<file path="config.mk">
export PLATFORM = sky130hd
export DESIGN_NAME = mw_page_writer
export DESIGN_NICKNAME = d
export VERILOG_FILES = /design/src/rtl/mw_pkg.sv /design/src/rtl/mw_sclk_edge.sv /design/src/rtl/mw_stage_buf.sv /design/src/rtl/mw_prog_timer.sv /design/src/rtl/mw_page_writer.sv
export SDC_FILE = /design/constraint.sdc
export NUM_CORES = 1
export LEC_CHECK = 0
export ABC_AREA = 1
export BUFFER_PORTS_ARGS = -buffer_cell sky130_fd_sc_hd__buf_2
export CAP_MARGIN = 10
export CORE_UTILIZATION = 58
export CTS_BUF_LIST = sky130_fd_sc_hd__clkbuf_4
export CTS_CLUSTER_DIAMETER = 40
export CTS_CLUSTER_SIZE = 40
export DETAILED_ROUTE_END_ITERATION = 10
export GPL_TIMING_DRIVEN = 0
export PLACE_DENSITY = 0.78
export SLEW_MARGIN = 0
export SYNTH_ARGS = -nofsm -noshare
export SYNTH_HDL_FRONTEND = slang
export SYNTH_SLANG_ARGS = --single-unit
</file>
<file path="constraint.sdc">
create_clock -name clk -period 2.6 [get_ports clk]
set_input_delay 0.13 -clock clk [delete_from_list [all_inputs] [get_ports clk]]
set_output_delay 0.13 -clock clk [all_outputs]
set_load 0.01 [all_outputs]
</file>
<file path="src/rtl/mw_pkg.sv">
package mw_pkg;

    typedef enum logic [2:0] {
        ST_IDLE,
        ST_OPCODE,
        ST_ADDRESS,
        ST_DATA,
        ST_WORD_END,
        ST_DRAIN,
        ST_PROGRAM,
        ST_COMMIT
    } mw_state_e;

endpackage

</file>
<file path="src/rtl/mw_sclk_edge.sv">
module mw_sclk_edge (
    input  logic clk,
    input  logic rst_n,
    input  logic sclk,
    output logic rise
);
    logic sclk_q;

    always_ff @(posedge clk or negedge rst_n) begin
        if (!rst_n) sclk_q <= 1'b0;
        else        sclk_q <= sclk;
    end

    assign rise = sclk & ~sclk_q;
endmodule

</file>
<file path="src/rtl/mw_stage_buf.sv">
module mw_stage_buf #(
    parameter int ADDR_W     = 8,
    parameter int WORD_W     = 16,
    parameter int PAGE_WORDS = 4
) (
    input  logic                  clk,
    input  logic                  rst_n,
    input  logic                  clear,
    input  logic                  push,
    input  logic [WORD_W-1:0]     push_data,
    input  logic [ADDR_W-1:0]     base_addr,
    input  logic [ADDR_W:0]       prot_floor,
    input  logic [$clog2(PAGE_WORDS)-1:0] rd_idx,
    output logic [WORD_W-1:0]     rd_data,
    output logic [ADDR_W-1:0]     rd_addr,
    output logic [$clog2(PAGE_WORDS+1)-1:0] count,
    output logic                  prot_hit
);
    localparam int PW = $clog2(PAGE_WORDS);
    localparam int CW = $clog2(PAGE_WORDS + 1);

    logic [WORD_W-1:0] slots [PAGE_WORDS];
    logic [PW-1:0]     wr_idx;

    function automatic logic [ADDR_W-1:0] slot_addr(input logic [ADDR_W-1:0] base,
                                                    input logic [PW-1:0] k);
        return {base[ADDR_W-1:PW], base[PW-1:0] + k};
    endfunction

    assign wr_idx = count[PW-1:0];

    always_ff @(posedge clk) begin
        if (push) slots[wr_idx] <= push_data;
    end

    always_ff @(posedge clk or negedge rst_n) begin
        if (!rst_n) begin
            count    <= '0;
            prot_hit <= 1'b0;
        end else if (clear) begin
            count    <= '0;
            prot_hit <= 1'b0;
        end else if (push) begin
            count <= count + CW'(1);
            if ({1'b0, slot_addr(base_addr, wr_idx)} >= prot_floor) prot_hit <= 1'b1;
        end
    end

    assign rd_data = slots[rd_idx];
    assign rd_addr = slot_addr(base_addr, rd_idx);
endmodule

</file>
<file path="src/rtl/mw_prog_timer.sv">
module mw_prog_timer #(
    parameter int CYCLES = 64
) (
    input  logic clk,
    input  logic rst_n,
    input  logic load,
    input  logic run,
    output logic done
);
    localparam int TW = $clog2(CYCLES + 1);

    logic [TW-1:0] remain;

    always_ff @(posedge clk or negedge rst_n) begin
        if (!rst_n)                        remain <= '0;
        else if (load)                     remain <= TW'(CYCLES - 1);
        else if (run && remain != '0)      remain <= remain - TW'(1);
    end

    assign done = run && (remain == '0);
endmodule

</file>
<file path="src/rtl/mw_page_writer.sv">
module mw_page_writer
    import mw_pkg::*;
#(
    parameter int               ADDR_W      = 8,
    parameter int               WORD_W      = 16,
    parameter int               PAGE_WORDS  = 4,
    parameter int               PROG_CYCLES = 64,
    parameter int               OPC_W       = 2,
    parameter logic [OPC_W-1:0] PAGE_OPC    = 'd1
) (
    input  logic              clk,
    input  logic              rst_n,
    input  logic              ser_cs,
    input  logic              ser_clk,
    input  logic              ser_din,
    input  logic              wr_en_pin,
    input  logic [ADDR_W:0]   prot_floor,
    output logic              ser_dout,
    output logic              arr_we,
    output logic [ADDR_W-1:0] arr_addr,
    output logic [WORD_W-1:0] arr_wdata
);
    localparam int PW = $clog2(PAGE_WORDS);
    localparam int CW = $clog2(PAGE_WORDS + 1);
    localparam int SW = (ADDR_W > WORD_W) ? ADDR_W : WORD_W;
    localparam int BW = $clog2(SW + 1);

    mw_state_e         st, nxt;
    logic [SW-1:0]     sh, sh_next;
    logic [BW-1:0]     bit_cnt;
    logic [ADDR_W-1:0] addr_q;
    logic [PW-1:0]     commit_idx;
    logic              rise, shifting, field_last, push, tmr_load, tmr_done, last_commit;
    logic [CW-1:0]     stg_count;
    logic              stg_prot;

    mw_sclk_edge u_edge (
        .clk  (clk),
        .rst_n(rst_n),
        .sclk (ser_clk),
        .rise (rise)
    );

    mw_stage_buf #(
        .ADDR_W    (ADDR_W),
        .WORD_W    (WORD_W),
        .PAGE_WORDS(PAGE_WORDS)
    ) u_stage (
        .clk       (clk),
        .rst_n     (rst_n),
        .clear     (st == ST_IDLE),
        .push      (push),
        .push_data (sh_next[WORD_W-1:0]),
        .base_addr (addr_q),
        .prot_floor(prot_floor),
        .rd_idx    (commit_idx),
        .rd_data   (arr_wdata),
        .rd_addr   (arr_addr),
        .count     (stg_count),
        .prot_hit  (stg_prot)
    );

    mw_prog_timer #(
        .CYCLES(PROG_CYCLES)
    ) u_timer (
        .clk  (clk),
        .rst_n(rst_n),
        .load (tmr_load),
        .run  (st == ST_PROGRAM),
        .done (tmr_done)
    );

    assign sh_next     = {sh[SW-2:0], ser_din};
    assign shifting    = ser_cs && rise &&
                         (st inside {ST_OPCODE, ST_ADDRESS, ST_DATA, ST_WORD_END});
    assign field_last  = (st == ST_OPCODE  && bit_cnt == BW'(OPC_W - 1))  ||
                         (st == ST_ADDRESS && bit_cnt == BW'(ADDR_W - 1)) ||
                         (st == ST_DATA    && bit_cnt == BW'(WORD_W - 1));
    assign push        = (st == ST_DATA) && ser_cs && rise && wr_en_pin && field_last;
    assign tmr_load    = (st == ST_WORD_END) && !ser_cs && !stg_prot;
    assign last_commit = CW'(commit_idx) == (stg_count - CW'(1));

    // state register
    always_ff @(posedge clk or negedge rst_n) begin
        if (!rst_n) st <= ST_IDLE;
        else        st <= nxt;
    end

    // next-state logic
    always_comb begin
        nxt = st;
        unique case (st)
            ST_IDLE: begin
                if (ser_cs && rise && ser_din) nxt = wr_en_pin ? ST_OPCODE : ST_DRAIN;
            end
            ST_OPCODE: begin
                if (!ser_cs)                 nxt = ST_IDLE;
                else if (rise && !wr_en_pin) nxt = ST_DRAIN;
                else if (rise && field_last)
                    nxt = (sh_next[OPC_W-1:0] == PAGE_OPC) ? ST_ADDRESS : ST_DRAIN;
            end
            ST_ADDRESS: begin
                if (!ser_cs)                 nxt = ST_IDLE;
                else if (rise && !wr_en_pin) nxt = ST_DRAIN;
                else if (rise && field_last) nxt = ST_DATA;
            end
            ST_DATA: begin
                if (!ser_cs)                 nxt = ST_IDLE;
                else if (rise && !wr_en_pin) nxt = ST_DRAIN;
                else if (rise && field_last) nxt = ST_WORD_END;
            end
            ST_WORD_END: begin
                if (!ser_cs)                                    nxt = stg_prot ? ST_IDLE : ST_PROGRAM;
                else if (rise && !wr_en_pin)                    nxt = ST_DRAIN;
                else if (rise && stg_count == CW'(PAGE_WORDS))  nxt = ST_DRAIN;
                else if (rise)                                  nxt = ST_DATA;
            end
            ST_DRAIN:   if (!ser_cs)    nxt = ST_IDLE;
            ST_PROGRAM: if (tmr_done)   nxt = ST_COMMIT;
            ST_COMMIT:  if (last_commit) nxt = ST_IDLE;
            default:    nxt = ST_IDLE;
        endcase
    end

    // shift datapath
    always_ff @(posedge clk or negedge rst_n) begin
        if (!rst_n) begin
            sh         <= '0;
            bit_cnt    <= '0;
            addr_q     <= '0;
            commit_idx <= '0;
        end else begin
            if (shifting) sh <= sh_next;
            if (st == ST_IDLE)                       bit_cnt <= '0;
            else if (shifting && st == ST_WORD_END)  bit_cnt <= BW'(1);
            else if (shifting && field_last)         bit_cnt <= '0;
            else if (shifting)                       bit_cnt <= bit_cnt + BW'(1);
            if (shifting && st == ST_ADDRESS && field_last) addr_q <= sh_next[ADDR_W-1:0];
            if (st == ST_PROGRAM)     commit_idx <= '0;
            else if (st == ST_COMMIT) commit_idx <= commit_idx + PW'(1);
        end
    end

    // outputs
    always_comb begin
        ser_dout = 1'b1;
        arr_we   = 1'b0;
        unique case (st)
            ST_PROGRAM: ser_dout = 1'b0;
            ST_COMMIT: begin
                ser_dout = 1'b0;
                arr_we   = 1'b1;
            end
            default: ;
        endcase
    end
endmodule

</file>
# --- Word level (Yosys, flattened, before mapping) ---
# Memories as Yosys holds them, arrays and structs flattened.
# Cells that the tools add are included.
op_classes:
  add_sub_neg: 7
  magnitude_cmp: 1
  eq_ne: 21
  n_mux: 38
  bitwise_logic: 2
  reduce_logical: 38
ops:
  columns: ["op", "n"]
  rows:
  - ["3-bit 2-to-1 mux", 22]
  - ["3-bit case mux with 8 select lines", 1]
  - ["1-bit logical AND", 21]
  - ["5-bit 2-to-1 mux", 4]
  - ["3-bit equality test (second input constant)", 5]
  - ["7-bit 2-to-1 mux", 2]
  - ["4-bit by 2-bit != test with 1-bit output (second input constant)", 3]
  - ["8-bit by 9-bit >= comparator with 1-bit output", 1]
  - ["2-bit != test (second input constant)", 4]
  - ["8-bit AND reduction", 1]
  - ["2-bit nonzero test", 4]
  - ["4-bit nonzero test", 2]
  - ["7-bit logical NOT", 1]
  - ["1-bit 2-to-1 mux", 7]
  - ["7-bit nonzero test", 1]
  - ["7-bit by 1-bit subtractor with 7-bit output (second input constant)", 1]
  - ["3-bit by 2-bit equality test with 1-bit output (second input constant)", 2]
  - ["5-bit by 1-bit adder with 5-bit output (second input constant)", 1]
  - ["5-bit by 1-bit equality test with 1-bit output (second input constant)", 1]
  - ["5-bit by 3-bit equality test with 1-bit output (second input constant)", 1]
  - ["5-bit by 4-bit equality test with 1-bit output (second input constant)", 1]
  - ["5-bit by 3-bit != test with 1-bit output (second input constant)", 1]
  - ["2-bit adder", 2]
  - ["2-bit 2-to-1 mux", 2]
  - ["other kinds (13)", 16]
totals:
  register_bits: 45
  mem_bits_rw: 64
  in_bits: 15
  n_memories: 1
memory_table:
  columns: ["name", "words", "width", "rd", "rd_ports_with_merged_regs", "write_ports", "line_no", "source"]
  rows:
  - ["u_stage.slots", 4, 16, 1, 0, 1, "mw_stage_buf.sv:22", "logic [WORD_W-1:0] slots [PAGE_WORDS];"]

# --- Logic depth before layout (Yosys ltp) ---
# Gate-level depths: netlist of the first run.
depth:
  ltp_word: 9
  ltp_mapped: 14

# --- Cells and area by module ---
# From an unflattened synthesis of the first run, not the netlist that was laid out.
unflattened:
  cells_unflattened: 551
  area_unflattened_um2: 5400.2
by_module_without_submodules:
  columns: ["mod", "n_inst", "cells_per_inst", "area_per_inst_um2"]
  rows:
  - ["mw_stage_buf", 1, 242, 2966.6]
  - ["mw_page_writer", 1, 239, 1890.6]
  - ["mw_prog_timer", 1, 67, 508.0]
  - ["mw_sclk_edge", 1, 3, 35.0]

# --- Worst setup path before layout of the first run ---
# OpenSTA, ideal clock, no wires.
synth_path:
  path_type: "reg-to-reg"
  from: "register bit_cnt[0]"
  to: "memory u_stage.slots[1][0] (enable)"
  setup_time_ns: 0.389
  arrival_time_ns: 1.881
  setup_slack_ns: 0.331
  stages_incl_launch_ff: 9
  path_cell_list: "dfrtp_1 -> ha_1 -> nand2_1 -> nor2_1 -> ha_1 -> nand4_1 -> nand3_2 -> nand2_2 -> nor2_1"
synth_via:
  elab_chain_len: 7
synth_rtl:
  columns: ["element", "line_no", "source"]
  rows:
  - ["start, declared", "mw_page_writer.sv:30", "logic [BW-1:0] bit_cnt;"]
  - ["start signal, assigned", "mw_page_writer.sv:137", "else if (shifting) bit_cnt <= bit_cnt + BW'(1);"]
  - ["5-bit by 1-bit equality test with 1-bit output or 5-bit by 3-bit equality test with 1-bit output (tied branches)", "mw_page_writer.sv:76, mw_page_writer.sv:77", null]
  - ["1-bit logical AND, on equally long branches", "mw_page_writer.sv:76, mw_page_writer.sv:77", null]
  - ["1-bit logical OR", "mw_page_writer.sv:76", "assign field_last = (st == ST_OPCODE && bit_cnt == BW'(OPC_W - 1)) ||"]
  - ["1-bit logical OR (*)", "mw_page_writer.sv:77", "(st == ST_ADDRESS && bit_cnt == BW'(ADDR_W - 1)) ||"]
  - ["1-bit logical AND (*)", "mw_page_writer.sv:79", "assign push = (st == ST_DATA) && ser_cs && rise && wr_en_pin && field_last;"]
  - ["1-bit 2-to-1 mux (*)", "mw_stage_buf.sv:33", "if (push) slots[wr_idx] <= push_data;"]
  - ["1-bit 2-to-1 mux (not written as such) (*)", "mw_stage_buf.sv:33", null]
  - ["end, declared", "mw_stage_buf.sv:22", null]
# Mark *: on every way between the ends. The rest lies on a longest branch, timed or not.

# --- Worst setup path after layout of the first run ---
layout_path:
  from: "register bit_cnt[0]"
  to: "memory u_stage.slots[3][4] (enable)"
# The elaborated chain is that of the path after synthesis.

==> out/results.ini, run 1 <==
[status]
status=completed

[floorplanning]
die_h_um=95.9
die_w_um=95.9
core_um2=8380
fp.dieArea_um2=9200
initial_core_util_pct=61.0
rows=33
ios=41

[finish]
fillers=661
final_cell_mix=nand2_1 (100), edfxtp_1 (64), nor2_1 (57)
area_delta_synth_final_pct=10.8
antenna_cells=0
utilization_pct=67.6
layout_commonest_cell=nand2_1
fin_cells=680
drive_gt1_share_pct=16.0
multi_input_area_um2=1740
seqCellArea_um2=3050
nNetsFinal=604
design_area_um2=5670

[critical_path]
critical_path.endpoint=u_stage.slots[3][4]
cp-end-kind=flop
crit_start=bit_cnt[0]
r2r_start=bit_cnt[0]
crit_fanout=16
regToRegEndpoint=u_stage.slots[3][4]
critPathArrivalTime_ps=2650
worst-endpoint-required_ps=2720
critPathKind=flop to flop
cp-start-kind=flop
reg2regPathDepth=8
r2r_slack_ps=80

[global_routing]
grt_pass1_wl_um=16900
grt.total_usage_pct=24.8
grt_max_degree=46
grt-ovfl-total=0
antenna_found_initial=0
grt_pass1_vias=3559

[routing]
dr_total_vias=3723
via_per_inst=5.48
wl_um=10500
dr.pass1.iters=5
avgRoutedWirePerCell_um=15.4
ant_nets=0
drc_errors=0
drt-initial-drc-count=293

[clock_network]
cts_made_buffers=9
tritoncts=done
cts.path.max_buffers=2
htree_levels=3
cts_root_buffer=clkbuf_4
clk_pin_slew_ps=190
clk_latency_ps=490
cts_sinks=109

[yosys]
yosysSeqAreaShare_pct=59.6
synth_area_per_cell_um2=9.92
ys_warn_count=0
syn_inst=516
ys_ff_latch=109
synth_edf_count=64
syn-cell-area_um2=5120
syn_nets=550
ys.flop_type=edfxtp_1
synthArstFlopShare_pct=41.3
synth_cell_type_count=33

[placed_design]
place_hpwl_um=7210
dpl_cell_area_um2=5460
globalplace.congestion=0.866
dp.cells=661
portBuffers=40

[power_and_ir_drop]
power_density_nw_per_um2=851
combPwrFrac_pct=34.0
seq_power_share_pct=45.7
power.net_switching_mw=1.92
power_switching_share_pct=39.7
internal_power_mw=2.91
pwr-share-clk_pct=20.3
ir_drop_mv=0.375
p_leak_nw=2.53

[sta]
clock_skew_ps=23.8
slew_headroom_pct=31.5
layout_min_cycle_time_ps=2520
rsz0062_at_grt=yes
setup-violations-final=0
tightest_slew_ps=1030
fmax_mhz=396
slew_violations=0
hold_viol=0
finalCritPeriodShare_pct=97.1

[hold_path]
hold_path_class=primary input to flop

[run]
maxCapViolCount=0

power by group through the flow:
stage               registers (mW)  clock network (mW)  logic, mW
floorplan                     2.17                   0       1.10
global placement              2.22                   0       1.59
detailed placement            2.23                   0       1.63
CTS                           2.20               0.983       1.65
global route                  2.22                1.05       1.85
finish                        2.21               0.979       1.64
cell type report:
cell class	count	area share (%)
flip-flops and latches	109	53.8
repair buffers	43	4.06
clock buffers	9	1.19
plain buffers	20	2.01
multi-input cells	327	30.7
well taps	105	2.32
inverters	60	4.02
clock inverters	7	1.99
state kept, by name, summed over array words and instances (netlist names):
name / cells
sh: 15
u_timer.remain: 7
u_stage.slots: 64
bit_cnt: 5
u_stage.count: 3
u_stage.prot_hit: 1
u_edge.sclk_q: 1
commit_idx: 2
addr_q: 8
st: 3
critical path: stages, from the launching register on:
cell	delay, ps
dfrtp_1	440
ha_1	220
nand2_1	60
nor2_1	100
ha_1	160
nand4_1	110
nand3_2	160
nand2_2	150
nor2_2	760
routing by layer:
metal  GRT usage (%)  vias up  part of all wire [%]
met5               0        -                     0
met4            9.70        0                   1.7
met2            39.9      112                    48
met3            4.42       21                   5.0
li1                -     1824                     -
met1            33.9     1766                    45
metrics by stage:
stage	hold WS, ps	power [mW]	setup WS, ps	setup TNS [ps]
after CTS	69.4	4.83	32.0	0
after detailed placement	274	3.87	65.7	0
after global routing	117	5.12	-174	-8750
after global placement	268	3.81	-303	-18780
after floorplan	-166	3.28	331	0
final	89.0	4.83	76.5	0
worst min path at each step:
stage | slack (ps) | startpoint | to | cells after the start
2_1_floorplan | -170 | rst_n | addr_q[0] | 0
3_3_place_gp | 270 | ser_clk | u_edge.sclk_q | 1
3_5_place_dp | 270 | ser_clk | u_edge.sclk_q | 1
4_1_cts | 70 | wr_en_pin | st[2] | 6
5_1_grt | 120 | wr_en_pin | st[2] | 6
6_report | 90 | wr_en_pin | st[2] | 6
synth_stat cells, types with 5 or more instances:
cell,instances,area (um2)
nand3_1,19,95.1
xor2_1,8,70.1
inv_1,51,191
nand4_1,5,31.3
buf_4,6,45.0
clkbuf_1,11,41.3
o22ai_1,16,100
o21ai_1,10,50.1
a21oi_1,12,60.1
inv_2,8,30.0
edfxtp_1,64,1920
nor2_1,61,229
nand2_1,100,375
dfrtp_1,45,1130
o21ai_0,49,245
ha_1,19,238
kinds of logic after synthesis:
| group | after synthesis | synth area share, % |
|---|---|---|
| compound gates | 88 | 9.07 |
| xor+xnor | 11 | 1.88 |
| fa+ha+maj | 19 | 4.65 |
| buf+inv | 80 | 6.65 |
| flops | 109 | 59.6 |
| simple gates | 209 | 18.2 |
what timing repair did:
action,CTS,global route
hold endpoints to repair,50,0
buffers inserted,0,0
gates resized for setup,0,2
hold buffers,3,0
setup endpoints to repair,0,72
(Power assumes the default switching activity.)
==> run 2, diff against run 1 <==
--- a/config.mk
+++ b/config.mk
@@ -8,13 +8,13 @@
 export ABC_AREA = 1
 export BUFFER_PORTS_ARGS = -buffer_cell sky130_fd_sc_hd__buf_2
 export CAP_MARGIN = 10
-export CORE_UTILIZATION = 58
+export CORE_UTILIZATION = 45
 export CTS_BUF_LIST = sky130_fd_sc_hd__clkbuf_4
 export CTS_CLUSTER_DIAMETER = 40
 export CTS_CLUSTER_SIZE = 40
 export DETAILED_ROUTE_END_ITERATION = 10
+export GPL_ROUTABILITY_DRIVEN = 0
 export GPL_TIMING_DRIVEN = 0
-export PLACE_DENSITY = 0.78
 export SLEW_MARGIN = 0
 export SYNTH_ARGS = -nofsm -noshare
 export SYNTH_HDL_FRONTEND = slang
==> run 2 against run 1 <==
  * Clock power down 18%
  * Largest power group unchanged
  * Die area is 28% higher
  * Final cell count rose by 5.7%
  * Maximum frequency grew 3.7%
  * Core utilization fell by 15 points
  * Critical endpoint is now u_stage.slots[0][3]
  * Hold slack better by 65 ps
  * Count of clock-buffer cells in the layout unchanged
  * Wire length is 0.58% higher
  * Critical path depth rose by 1
  * Global-route usage decreased by 5.4 points
  * Sequential share of layout area shrank 0.45 points
  * Cell area grew 0.84%
==> out/results.ini, run 2 (same netlist as run 1, synthesis figures left out) <==
[hold_path]
hp-start=wr_en_pin  ; unchanged
hold_path_class=primary input to flop  ; unchanged
min_delay_worst_endpoint=st[2]  ; unchanged
holdPathStages=6  ; unchanged

[sta]
fmax_mhz=411  ; was 396 MHz
slew_violations=0  ; unchanged
tightest_slew_ps=1040  ; was 1030 ps
finalCritPeriodShare_pct=93.6  ; was 97.1%
setup_tns_ps=0  ; unchanged
holdWs_ps=154  ; was 89.0 ps
worst_slack_ps=166  ; was 76.5 ps
layout_min_cycle_time_ps=2430  ; was 2520 ps
hold_viol=0  ; unchanged
slew_headroom_pct=30.7  ; was 31.5%
rsz0062_at_grt=no  ; was yes
clock_skew_ps=27.5  ; was 23.8 ps
setup-violations-final=0  ; unchanged

[floorplanning]
core_um2=10900  ; was 8380 um2
die_w_um=109  ; was 95.9 um
ios=41  ; unchanged
fp.dieArea_um2=11800  ; was 9200 um2
rows=38  ; was 33
initial_core_util_pct=46.8  ; was 61.0%
die_h_um=109  ; was 95.9 um

[global_routing]
grt-ovfl-total=0  ; unchanged
grt.total_usage_pct=19.4  ; was 24.8%
grt_pass1_wl_um=17100  ; was 16900 um
grt_max_degree=46  ; unchanged
antenna_found_initial=0  ; unchanged
grt_pass1_vias=3381  ; was 3559

[power_and_ir_drop]
fin_total_pwr_mw=4.65  ; was 4.83 mW
power_density_nw_per_um2=814  ; was 851 nW/um2
power.net_switching_mw=1.86  ; was 1.92 mW
p_leak_nw=2.53  ; about the same
ir_drop_mv=0.323  ; was 0.375 mV
internal_power_mw=2.79  ; was 2.91 mW
seq_power_share_pct=47.2  ; was 45.7%
power_switching_share_pct=40.0  ; was 39.7%
pwr-share-clk_pct=17.2  ; was 20.3%
combPwrFrac_pct=35.5  ; was 34.0%

[finish]
utilization_pct=52.3  ; was 67.6%
nNetsFinal=608  ; was 604
antenna_cells=0  ; unchanged
drive_gt1_share_pct=16.6  ; was 16.0%
fin_cells=719  ; was 680
regMostFlops=u_stage.slots  ; unchanged
largest_reg_flops=64  ; unchanged
layout_commonest_cell=nand2_1  ; unchanged
design_area_um2=5720  ; was 5670 um2
area_delta_synth_final_pct=11.7  ; was 10.8%
final_cell_mix=nand2_1 (100), edfxtp_1 (64), nor2_1 (57)  ; unchanged
reg_top3=u_stage.slots (64), sh (15), addr_q (8)  ; unchanged

[run]
maxCapViolCount=0  ; unchanged

[critical_path]
worst-endpoint-required_ps=2780  ; was 2720 ps
cp-start-kind=flop  ; unchanged
r2r_slack_ps=170  ; was 80 ps
reg2regPathDepth=9  ; was 8
crit_slowest_cell=nor2_2  ; unchanged
critPathTopFamily=simple AND/OR/NAND/NOR gates  ; unchanged
r2r_start=bit_cnt[0]  ; unchanged
path_cells=ha_1 > nand2_1 > nor2_1 > ha_1 > nand4_1 > nand3_2 > nand2_2 > nor2_2 > buf_6  ; was ha_1 > nand2_1 > nor2_1 > ha_1 > nand4_1 > nand3_2 > nand2_2 > nor2_2
critPathMaxStageDelay_ps=490  ; was 760 ps
path_buf_inv=1  ; was 0
regToRegEndpoint=u_stage.slots[0][3]  ; was u_stage.slots[3][4]
critPathKind=flop to flop  ; unchanged
cp-end-kind=flop  ; unchanged
critPathArrivalTime_ps=2610  ; was 2650 ps
crit_fanout=9  ; was 16
cpMostUsedCell=ha_1  ; unchanged

[routing]
avgRoutedWirePerCell_um=14.6  ; was 15.4 um
ant_nets=0  ; unchanged
dr_total_vias=3675  ; was 3723
dr.pass1.iters=4  ; was 5
via_per_inst=5.11  ; was 5.48
drc_errors=0  ; unchanged
wl_um=10500  ; about the same
drt-initial-drc-count=266  ; was 293

[clock_network]
cts_root_buffer=clkbuf_4  ; unchanged
cts_made_buffers=9  ; unchanged
clk_latency_ps=470  ; was 490 ps
cts_sinks=109  ; unchanged
cts.path.max_buffers=2  ; unchanged
clk_pin_slew_ps=170  ; was 190 ps
htree_levels=3  ; unchanged
tritoncts=done  ; unchanged

[placed_design]
place_hpwl_um=7470  ; was 7210 um
dp.cells=700  ; was 661
portBuffers=40  ; unchanged
place_ws_ps=164  ; was 65.7 ps
dpl_cell_area_um2=5550  ; was 5460 um2

[status]
status=completed  ; unchanged

[run 2: power groups by stage]
stage	sequential, mW	combinational, mW	clock, mW
after floorplan	2.17	1.10	0
after global placement	2.22	1.63	0
after detailed placement	2.23	1.67	0
after CTS	2.19	1.67	0.827
after global routing	2.22	1.87	0.902
final	2.20	1.65	0.803
[run 2: metal layers]
layer	wire, um	vias to the layer above	GRT usage, %
met5	0	-	0
met4	112	0	5.21
met3	509	10	3.89
met2	5000	74	31.3
met1	4910	1746	26.9
li1	-	1845	-
[run 2: how the worst max path moves through the flow]
| stage | depth (start not counted) | end | startpoint |
|---|---|---|---|
| after floorplan | 8 | u_stage.slots[1][0] | bit_cnt[0] |
| after global placement | 8 | u_stage.slots[0][10] | bit_cnt[0] |
| after detailed placement | 9 | u_stage.slots[2][11] | bit_cnt[0] |
| after CTS | 6 | arr_wdata[6] | commit_idx[1] |
| after global routing | 9 | u_stage.slots[0][3] | bit_cnt[0] |
| final | 9 | u_stage.slots[0][3] | bit_cnt[0] |
[run 2: area by class of cell]
type / instances / area (um2)
fillers: 1032 / 5220
flip-flops and latches: 109 / 3050
multi-input cells: 327 / 1740
well taps: 140 / 175
clock inverters: 7 / 65.1
inverters: 60 / 228
plain buffers: 20 / 115
clock buffers: 9 / 67.6
repair buffers: 47 / 275
[run 2: worst reg2reg max path, delay by kind of cell, from the launching register on]
kind / cells / cell delay, ps
adder cells (fa/ha/maj): 2 / 380
buffers and inverters: 1 / 240
flip-flops: 1 / 430
AND/OR/NAND/NOR: 6 / 1120
[run 2: timing repair]
item,CTS,global route
setup endpoints to repair,0,17
gates resized for setup,0,5
hold buffers,3,0
endpoints found under the hold margin,50,0
setup buffers,0,0
==> run 3, diff against run 2 <==
--- a/config.mk
+++ b/config.mk
@@ -7,7 +7,7 @@
 export LEC_CHECK = 0
 export ABC_AREA = 1
 export BUFFER_PORTS_ARGS = -buffer_cell sky130_fd_sc_hd__buf_2
-export CAP_MARGIN = 10
+export CAP_MARGIN = 40
 export CORE_UTILIZATION = 45
 export CTS_BUF_LIST = sky130_fd_sc_hd__clkbuf_4
 export CTS_CLUSTER_DIAMETER = 40
@@ -15,6 +15,8 @@
 export DETAILED_ROUTE_END_ITERATION = 10
 export GPL_ROUTABILITY_DRIVEN = 0
 export GPL_TIMING_DRIVEN = 0
+export SETUP_SLACK_MARGIN = 0.5
+export SKIP_CTS_REPAIR_TIMING = 1
 export SLEW_MARGIN = 0
 export SYNTH_ARGS = -nofsm -noshare
 export SYNTH_HDL_FRONTEND = slang
==> run 3 against run 2 <==
  * Global-route usage increased by 0.27 points
  * Final cell count increased by 1.5%
  * Count of clock-buffer cells in the layout is the same
  * Flip-flop and latch count unchanged
  * Critical endpoint is now u_stage.slots[0][4]
  * Largest power group unchanged
  * Highest routed layer unchanged
==> out/results.ini, run 3 (same netlist as run 1, synthesis figures left out) <==
[critical_path]
crit_start=bit_cnt[0]  ; unchanged
regToRegEndpoint=u_stage.slots[0][4]  ; was u_stage.slots[0][3]
worst-endpoint-required_ps=2790  ; was 2780 ps
critPathMaxStageDelay_ps=440  ; was 490 ps
critical_path.endpoint=u_stage.slots[0][4]  ; was u_stage.slots[0][3]
cp-start-kind=flop  ; unchanged
reg2regPathDepth=9  ; unchanged
path_cells=ha_2 > nand2_1 > nor2_1 > ha_1 > nand4_1 > nand3_4 > nand2_4 > nor2_4 > buf_8  ; was ha_1 > nand2_1 > nor2_1 > ha_1 > nand4_1 > nand3_2 > nand2_2 > nor2_2 > buf_6
r2r_slack_ps=570  ; was 170 ps
crit_slowest_cell=dfrtp_1  ; was nor2_2
critPathArrivalTime_ps=2220  ; was 2610 ps
crit_fanout=8  ; was 9
r2r_start=bit_cnt[0]  ; unchanged
cp-end-kind=flop  ; unchanged
critPathKind=flop to flop  ; unchanged

[clock_network]
clk_latency_ps=470  ; about the same
htree_levels=3  ; unchanged
cts_sinks=109  ; unchanged
cts.path.max_buffers=2  ; unchanged
cts_made_buffers=9  ; unchanged
cts_root_buffer=clkbuf_4  ; unchanged
clk_pin_slew_ps=170  ; about the same
tritoncts=done  ; unchanged

[placed_design]
place_ws_ps=171  ; was 164 ps
place_hpwl_um=7580  ; was 7470 um
portBuffers=40  ; unchanged
dp.cells=701  ; was 700

[routing]
wl_met2_um=5160  ; was 5000 um
dr.pass1.iters=4  ; unchanged
wl_um=10800  ; was 10500 um
drt-initial-drc-count=296  ; was 266
dr_total_vias=3718  ; was 3675
ant_nets=0  ; unchanged
met3_length_um=456  ; was 509 um
drc_errors=0  ; unchanged
avgRoutedWirePerCell_um=14.9  ; was 14.6 um
routed.top_layer=met4  ; unchanged
wl_met1_um=5120  ; was 4910 um
via_per_inst=5.09  ; was 5.11

[power_and_ir_drop]
power_switching_share_pct=40.0  ; about the same
internal_power_mw=2.85  ; was 2.79 mW
seq_power_share_pct=46.3  ; was 47.2%
ir_drop_mv=0.353  ; was 0.323 mV
p_leak_nw=2.63  ; was 2.53 nW
combPwrFrac_pct=36.5  ; was 35.5%
pwr-share-clk_pct=17.2  ; about the same
power_density_nw_per_um2=805  ; was 814 nW/um2
power.net_switching_mw=1.90  ; was 1.86 mW

[floorplanning]
die_h_um=109  ; unchanged
ios=41  ; unchanged
die_w_um=109  ; unchanged
rows=38  ; unchanged
core_um2=10900  ; unchanged
initial_core_util_pct=46.8  ; unchanged
fp.dieArea_um2=11800  ; unchanged

[run]
maxCapViolCount=0  ; unchanged

[finish]
fin_cells=730  ; was 719
regMostFlops=u_stage.slots  ; unchanged
area_delta_synth_final_pct=15.3  ; was 11.7%
drive_gt1_share_pct=20.7  ; was 16.6%
layout_commonest_cell=nand2_1  ; unchanged
reg_top3=u_stage.slots (64), sh (15), addr_q (8)  ; unchanged
largest_reg_flops=64  ; unchanged
final_cell_mix=nand2_1 (100), edfxtp_1 (64), nor2_1 (57)  ; unchanged
nNetsFinal=618  ; was 608

[global_routing]
grt-ovfl-total=0  ; unchanged
grt_pass1_wl_um=17300  ; was 17100 um
antenna_found_initial=1  ; was 0
grt.total_usage_pct=19.7  ; was 19.4%
grt_pass1_vias=3458  ; was 3381
grt_max_degree=29  ; was 46

[sta]
setup-violations-final=0  ; unchanged
finalCritPeriodShare_pct=78.0  ; was 93.6%
slew_headroom_pct=68.9  ; was 30.7%
tightest_slew_ps=466  ; was 1040 ps
layout_min_cycle_time_ps=2030  ; was 2430 ps
worst_slack_ps=573  ; was 166 ps
clock_skew_ps=26.4  ; was 27.5 ps
rsz0062_at_grt=yes  ; was no
slew_violations=0  ; unchanged
fmax_mhz=493  ; was 411 MHz
hold_viol=0  ; unchanged

[status]
status=completed  ; unchanged

[hold_path]
hold_path_class=primary input to asynchronous set/reset pin  ; was primary input to flop

## run 3: cell type report
class                      instances  area [um2]
fill                            1000        5040
sequential                       109        3050
multi-input combinational        327        1790
timing repair buffer              57         374
inverter                          60         230
tap                              140         175
buffer                            20         145
clock buffer                       9        67.6
clock inverter                     7        65.1
antenna                            1        2.50
## run 3: worst min path at each step
| stage | endpoint | cells past startpoint |
|---|---|---|
| finish | u_edge.sclk_q | 2 |
| global placement | u_edge.sclk_q | 1 |
| floorplan | addr_q[0] | 0 |
| global route | u_timer.remain[5] | 2 |
| detailed placement | u_timer.remain[5] | 1 |
| CTS | u_edge.sclk_q | 1 |
## run 3: through the flow
step	total power, mW	setup TNS, ps	instance area, um2	utilization, %	hold WS [ps]
4_1_cts	4.70	0	5700	52.1	-415
2_1_floorplan	3.28	0	5120	-	-166
3_5_place_dp	3.90	0	5570	50.9	108
6_report	4.75	0	5900	53.9	124
5_1_grt	5.06	0	5900	53.9	146
3_3_place_gp	3.85	-25520	5490	50.2	265
## run 3: power by group through the flow
| stage | Sequential [mW] | Combinational, mW | Clock, mW |
|---|---|---|---|
| final | 2.20 | 1.73 | 0.817 |
| after global routing | 2.23 | 1.93 | 0.904 |
| after CTS | 2.19 | 1.67 | 0.838 |
| after detailed placement | 2.23 | 1.67 | 0 |
| after global placement | 2.22 | 1.63 | 0 |
| after floorplan | 2.17 | 1.10 | 0 |
## run 3: layer usage
metal | global-route usage [%] | up-vias
met3 | 3.17 | 7
li1 | - | 1863
met1 | 27.5 | 1779
met4 | 6.66 | 0
met2 | 31.4 | 69
met5 | 0 | -
## run 3: worst max-delay path, delay by kind of cell (launching register included)
| family | cells | cell delay, ps |
|---|---|---|
| adder cells (fa/ha/maj) | 2 | 380 |
| buffers and inverters | 1 | 170 |
| flip-flops | 1 | 440 |
| AND/OR/NAND/NOR | 6 | 770 |
